==> config.mk <==
export PLATFORM = sky130hd
export DESIGN_NAME = cmp_pin_unit
export DESIGN_NICKNAME = d
export VERILOG_FILES = /design/src/rtl/cmp_pin_pkg.sv /design/src/rtl/cmp_act_dec.sv /design/src/rtl/cmp_state_reg.sv /design/src/rtl/cmp_pin_mux.sv /design/src/rtl/cmp_pin_unit.sv
export SDC_FILE = /design/constraint.sdc
export NUM_CORES = 1
export LEC_CHECK = 0
export BUFFER_PORTS_ARGS = -buffer_cell sky130_fd_sc_hd__buf_2
export CORE_AREA = 4 4 41 43
export DETAILED_ROUTE_END_ITERATION = 16
export DIE_AREA = 0 0 45 47
export HOLD_SLACK_MARGIN = 0.06
export PLACE_DENSITY_LB_ADDON = 0.1
export SETUP_SLACK_MARGIN = 0.02
export SLEW_MARGIN = 20
export SYNTH_ARGS = -nofsm -noshare
export SYNTH_HDL_FRONTEND = slang
export SYNTH_HIERARCHICAL = 1
export SYNTH_SLANG_ARGS = --single-unit
==> constraint.sdc <==
create_clock -name clk_i -period 1.2 [get_ports clk_i]
set_clock_uncertainty 0.2 [all_clocks]
set_input_delay 0.3 -clock clk_i [delete_from_list [all_inputs] [get_ports clk_i]]
set_output_delay 0.3 -clock clk_i [all_outputs]
set_load 0.005 [all_outputs]
==> src/rtl/cmp_pin_pkg.sv <==
package cmp_pin_pkg;
  typedef enum logic [1:0] {
    ACT_NONE = 2'd0,
    ACT_SET  = 2'd1,
    ACT_CLR  = 2'd2,
    ACT_TGL  = 2'd3
  } cmp_act_e;

  localparam logic [1:0] MODE_OFF = 2'd0;
  localparam logic [1:0] MODE_TGL = 2'd1;
  localparam logic [1:0] MODE_NRM = 2'd2;
  localparam logic [1:0] MODE_INV = 2'd3;
endpackage

==> src/rtl/cmp_act_dec.sv <==
module cmp_act_dec
  import cmp_pin_pkg::*;
(
  input  logic [1:0] mode_i,
  input  logic       pwm_i,
  input  logic       match_i,
  input  logic       top_i,
  input  logic       force_i,
  output cmp_act_e   act_o
);
  logic np_evt;
  assign np_evt = match_i | force_i;  // force and match merge into one action

  always_comb begin
    act_o = ACT_NONE;
    if (pwm_i) begin
      unique case (mode_i)
        MODE_NRM: if (top_i) act_o = ACT_CLR; else if (match_i) act_o = ACT_SET;
        MODE_INV: if (top_i) act_o = ACT_SET; else if (match_i) act_o = ACT_CLR;
        default:  act_o = ACT_NONE;
      endcase
    end else if (np_evt) begin
      unique case (mode_i)
        MODE_TGL: act_o = ACT_TGL;
        MODE_NRM: act_o = ACT_CLR;
        MODE_INV: act_o = ACT_SET;
        default:  act_o = ACT_NONE;
      endcase
    end
  end
endmodule

==> src/rtl/cmp_state_reg.sv <==
module cmp_state_reg
  import cmp_pin_pkg::*;
(
  input  logic     clk_i,
  input  logic     rst_ni,
  input  cmp_act_e act_i,
  input  logic     preset_we_i,
  input  logic     preset_val_i,
  output logic     state_o
);
  logic state_d;

  always_comb begin
    state_d = state_o;
    if (preset_we_i) state_d = preset_val_i;
    else begin
      unique case (act_i)
        ACT_SET: state_d = 1'b1;
        ACT_CLR: state_d = 1'b0;
        ACT_TGL: state_d = ~state_o;
        default: state_d = state_o;
      endcase
    end
  end

  always_ff @(posedge clk_i or negedge rst_ni) begin
    if (!rst_ni) state_o <= 1'b0;
    else         state_o <= state_d;
  end
endmodule

==> src/rtl/cmp_pin_mux.sv <==
module cmp_pin_mux (
  input  logic [1:0] mode_i,
  input  logic       state_i,
  input  logic       port_data_i,
  input  logic       port_dir_i,
  output logic       pin_o,
  output logic       pin_oe_o
);
  logic ovr;
  assign ovr      = |mode_i;
  assign pin_o    = ovr ? state_i : port_data_i;
  assign pin_oe_o = port_dir_i;
endmodule

==> src/rtl/cmp_pin_unit.sv <==
module cmp_pin_unit
  import cmp_pin_pkg::*;
(
  input  logic       clk_i,
  input  logic       rst_ni,
  input  logic [1:0] mode_i,
  input  logic       pwm_i,
  input  logic       match_i,
  input  logic       top_i,
  input  logic       force_i,
  input  logic       preset_we_i,
  input  logic       preset_val_i,
  input  logic       port_data_i,
  input  logic       port_dir_i,
  output logic       pin_o,
  output logic       pin_oe_o,
  output logic       cmp_state_o
);
  cmp_act_e act;

  cmp_act_dec u_dec (
    .mode_i (mode_i),
    .pwm_i  (pwm_i),
    .match_i(match_i),
    .top_i  (top_i),
    .force_i(force_i),
    .act_o  (act)
  );

  cmp_state_reg u_state (
    .clk_i       (clk_i),
    .rst_ni      (rst_ni),
    .act_i       (act),
    .preset_we_i (preset_we_i),
    .preset_val_i(preset_val_i),
    .state_o     (cmp_state_o)
  );

  cmp_pin_mux u_mux (
    .mode_i     (mode_i),
    .state_i    (cmp_state_o),
    .port_data_i(port_data_i),
    .port_dir_i (port_dir_i),
    .pin_o      (pin_o),
    .pin_oe_o   (pin_oe_o)
  );
endmodule

Yosys cells after proc, flatten, opt, wreduce, memory -nomap -nowiden

Cells that the tools add are included.

Bits in registers: 1
Input port bits: 12
Word-level logic and storage cells: 22

Equality and inequality tests: 6
Muxes and demuxes: 11
Bitwise operators: 2
Reductions and logical operators: 2

Operators with widths:

| operator                                       | number |
|---|---|
| two-way mux 2 bit                              | 5 |
| == test 2 bit (second input constant)          | 4 |
| one-hot mux 2 bit (3 select lines)             | 1 |
| == test 2 x 1 -> 1 bit (second input constant) | 2 |
| one-hot mux 2 bit (2 select lines)             | 1 |
| nonzero test 4 bit                             | 1 |
| two-way mux 1 bit                              | 3 |
| one-hot mux 1 bit (3 select lines)             | 1 |
| OR reduction 2 bit                             | 1 |
| NOT 1 bit                                      | 1 |
| OR 1 bit                                       | 1 |

Longest topological paths before layout

Word-level depth: 7
Mapped depth: 7

Modules after synthesis

The synthesis kept the hierarchy.

By module, submodules not included:

| module        | instances | cells each | area each (um2) | seq. area each (um2) |
|---|---|---|---|---|
| cmp_act_dec   | 1         | 17         | 118.9           | 0.0 |
| cmp_state_reg | 1         | 5          | 51.3            | 25.0 |
| cmp_pin_mux   | 1         | 3          | 22.5            | 0.0 |

Worst setup path after synthesis

OpenSTA, ideal clock, no wires.

Path kind: input to register
Start: in mode_i[0]
End: reg u_state.state_o
Arrival time: 1.112 ns
Required time: 0.908 ns
Path slack: -0.204 ns
Cell stages on the path: 6
Buffers on the path: 0
Cells stage by stage: ha_1 nor2b_1 o211ai_1 o31ai_1 and2_1 o31ai_2

Cells in the longest elaborated chain, start to end: 7
Elaborated cells on any way between the ends: 13

Ends and longest elaborated chain:

| item                                                           | line                                 | source |
|---|---|---|
| start: declaration                                             | cmp_pin_unit.sv:6                    | `input logic [1:0] mode_i,` |
| == test 2 bit / == test 2 x 1 -> 1 bit (equally long branches) | cmp_act_dec.sv:17, cmp_act_dec.sv:23 |  |
| one-hot mux 2 bit (3 select lines)                             | cmp_act_dec.sv:23                    | `unique case (mode_i)` |
| two-way mux 2 bit                                              | cmp_act_dec.sv:22                    | `end else if (np_evt) begin` |
| two-way mux 2 bit *                                            | cmp_act_dec.sv:16                    | `if (pwm_i) begin` |
| net act[1]                                                     | cmp_pin_unit.sv:19                   | `cmp_act_e act;` |
| == test 2 bit / == test 2 x 1 -> 1 bit (equally long branches) | cmp_state_reg.sv:17                  | `unique case (act_i)` |
| one-hot mux 1 bit (3 select lines)                             | cmp_state_reg.sv:17                  |  |
| two-way mux 1 bit                                              | cmp_state_reg.sv:15                  | `if (preset_we_i) state_d = preset_val_i;` |
| end signal: assignment                                         | cmp_state_reg.sv:28                  | `else state_o <= state_d;` |
| end: declaration                                               | cmp_state_reg.sv:9                   | `output logic state_o` |

Mark *: on every way through the listed nets, which the timed path passes. The rest lies on a longest branch.
A chain may end at the register's enable or synchronous reset.

Worst setup path in the final report

Start: in mode_i[1]
End: reg u_state.state_o

Same word-level chain as after synthesis.

==> run_results.csv <==
group,metric,value,unit
run_status,run_status,"finished with violations",
run_status,failed_checks,"negative setup slack",
setup_path,critPathLaunchType,"primary input",
floorplan,design.die.area,2115,sq um
setup_path,worstPathRequired,0.91,ns
yosys,postSynth.asyncResetShare,1.000,
floorplan,core_region_area,1301,sq um
routing,antenna_left,0,
finish,largest_register_ff_count,1,
global_routing,grt_max_degree,6,
yosys,synth_area,192.7,sq um
sta,report.final.setup_viol,2,
routing,vias,209,
yosys,sequential_element_share_of_the_synthesized_area,0.1299,
power_and_ir_drop,totalPowerFinal,0.0001428,W
routing,drc,0,
sta,timing.final.max_slew_violations,0,
routing,met2WireLength,245,um
yosys,synthDominantCellAreaShare,0.2597,
floorplan,boundaryPins,15,
yosys,netlist_top_cells_count,"ha_1 (4), nor2_1 (4), nand2_1 (3)",
yosys,synth_top_family_by_area,"adder cells",
power_and_ir_drop,leakage,0.1714,nW
routing,detailedRoute.firstIterationViolations,1,
finish,regMostFlops,"u_state/state_o",
global_routing,grt_antenna_before_repair,0,
yosys,mappedNetlistNets,41,
sta,worst-slew-pin-transition,0.1686,ns
placement,detailed_place_hpwl,491.8,um
power_and_ir_drop,pwr_density_cell,438.8,nW/um^2
yosys,postSynthCellCount,25,
min_path,min-delay-path-class,"primary input to flop",
routing,finalWirelength,523,um
clocking,insertion_delay_of_the_later_clocked_pin_in_the_worst_skew_pair,0,ns
floorplan,start_util,0.1481,
global_routing,grt_pass1_vias,183,
setup_path,worst-endpoint-arrival,1.27,ns
global_routing,globalRouteTotalUtil,0.04574,
finish,final_net_count,57,
sta,post-route-worst-setup-slack,-0.3664,ns
sta,tmin_final,1.566,ns
yosys,synth_enable_flop_cells,0,
yosys,muxShareOfSynthArea,0.05844,
floorplan,die_width,45,um
yosys,yosys.area.top_type,"ha_1",
yosys,synth_flop_cell,"dfrtp_1",
placement,finalWeightedCongestion,0.5935,
sta,max_slew_headroom,0.8866,
sta,hold_ws,0.3031,ns
finish,reg.largest.list,"u_state/state_o: 1 flops",
yosys,synth_simple_gate_area_share,0.2273,
finish,fillerInstances,154,
yosys,synth_xor_area_frac,0,
yosys,synth_cell_types,15,
finish,utilization,0.2500,
floorplan,die_height,47,um
yosys,yosys_warnings,6,
yosys,synth_top_cells_by_area,"ha_1 (26%), dfrtp_1 (13%), a21o_1 (7.8%)",
setup_path,critPathMaxFanout,5,
finish,fraction_of_layout_instances_using_a_drive_strength_above_1,0.4615,
placement,pre_cts_slack,-0.4158,ns
global_routing,grt_pass1_wl,765,um
sta,fmaxAchievable,638.4,MHz
routing,wirelength_met1,219,um
sta,hold_viol,0,
yosys,share_of_the_synthesized_area_in_compound_gates_ao_oa_aoi_oai,0.2468,
flow_run,cap_violations,0,
yosys,synth.ff_latch_count,1,
clocking,clock_transition_at_the_register_clock_pins_on_the_worst_setup_and_hold_paths_after_cts,0,ns
routing,met3RoutedLength,58,um
routing,number_of_search_and_repair_iterations_in_the_first_detailed_routing_pass,2,
power_and_ir_drop,highest_ir_drop_seen_on_vdd,118.5,uV
placement,io_buf_count,12,
setup_path,timing_worst_setup_path_type,"primary input to flop",
clocking,post-cts-setup-buffers,0,
setup_path,r2r_slack,0.08,ns
sta,post-route-period-util,1.305,
yosys,post_synth_fa_ha_maj_area_fraction,0.2597,
routing,top_layer_used,"met3",
sta,rsz0062_at_grt,"true",
finish,area_growth_syn_to_layout,68.83,%
setup_path,endpoint_kind,"flop",
routing,avgViaCountPerCell,3.870,
finish,antennaDiodeCount,0,
global_routing,grt_remaining_overflow,0,
yosys,synth.avg_cell_area,7.707,sq um
routing,wl_per_cell,9.685,um
floorplan,rows,13,
## final timing paths
path,start,endpoint,cells after the start
max,mode_i[1],u_state/state_o$_DFFE_PN0P_,7
min,preset_we_i,u_state/state_o$_DFFE_PN0P_,2
max reg2reg,u_state/state_o$_DFFE_PN0P_,u_state/state_o$_DFFE_PN0P_,3
min reg2reg,u_state/state_o$_DFFE_PN0P_,u_state/state_o$_DFFE_PN0P_,3
max in group asynchronous,rst_ni,u_state/state_o$_DFFE_PN0P_,2
min in group asynchronous,rst_ni,u_state/state_o$_DFFE_PN0P_,2
## per-stage QoR
step                      TNS [ns]  cells  cell area, sq um
after floorplan            -0.2036     25             203.9
after global placement     -0.7558     53             290.3
after detailed placement   -0.7760     53             290.3
after CTS                  -0.7100     54             325.3
after global routing       -0.7832     54             325.3
final                      -0.6895     54             325.3
## metal layers
metal,up-vias,track usage
met5,-,0
met4,0,0
met3,0,0.01533
met2,8,0.07062
met1,89,0.06561
li1,112,-
## kinds of logic after synthesis
logic type / count (synthesis)
compound gates: 6
simple gates: 10
flops: 1
fa+ha+maj: 4
mux: 1
buf+inv: 3
## worst max-delay path, stage by stage
cell	delay, ns
buf_4	0.14
ha_2	0.17
nor2b_1	0.12
o211ai_1	0.15
o31ai_1	0.09
and2_1	0.14
o31ai_2	0.16
## layout by cell type, fill, tap and decap left out
master	instances
ha_2	1
and2_1	1
nor3_1	1
dlygate4sd3_1	1
o211ai_1	1
mux2_4	1
nand2_1	3
a21o_1	2
buf_6	2
nor2_1	3
nor2b_1	1
buf_2	9
o31ai_2	1
ha_1	3
buf_8	1
o21ai_0	1
nor2_4	1
o31ai_1	1
buf_4	2
inv_1	2
dfrtp_1	1
## report_power, final
part | internal, W | leakage [nW] | switching (W)
logic | 0.0000614 | 0.159 | 0.0000402
registers | 0.0000384 | 0.0120 | 0.00000277
clock network | 0 | 0 | 0
## area by class of cell
cell class                 count  area [sq um]  area share
sequential                     1         25.02     0.07692
inverter                       2         7.507     0.02308
multi-input combinational     21         166.4      0.5115
tap                           15         18.77     0.05769
timing repair buffer          15         107.6      0.3308
## repair_timing
| action | 4_1_cts | 5_1_grt |
|---|---|---|
| endpoints found under the hold margin | 1 | 0 |
| resized for setup | 7 | 0 |
| hold buffers | 1 | 0 |
| pin swaps | 1 | 0 |
| endpoints found under the setup margin | 2 | 2 |
| cloned | 0 | 0 |
Note: power is estimated with default switching activity, not from simulation.
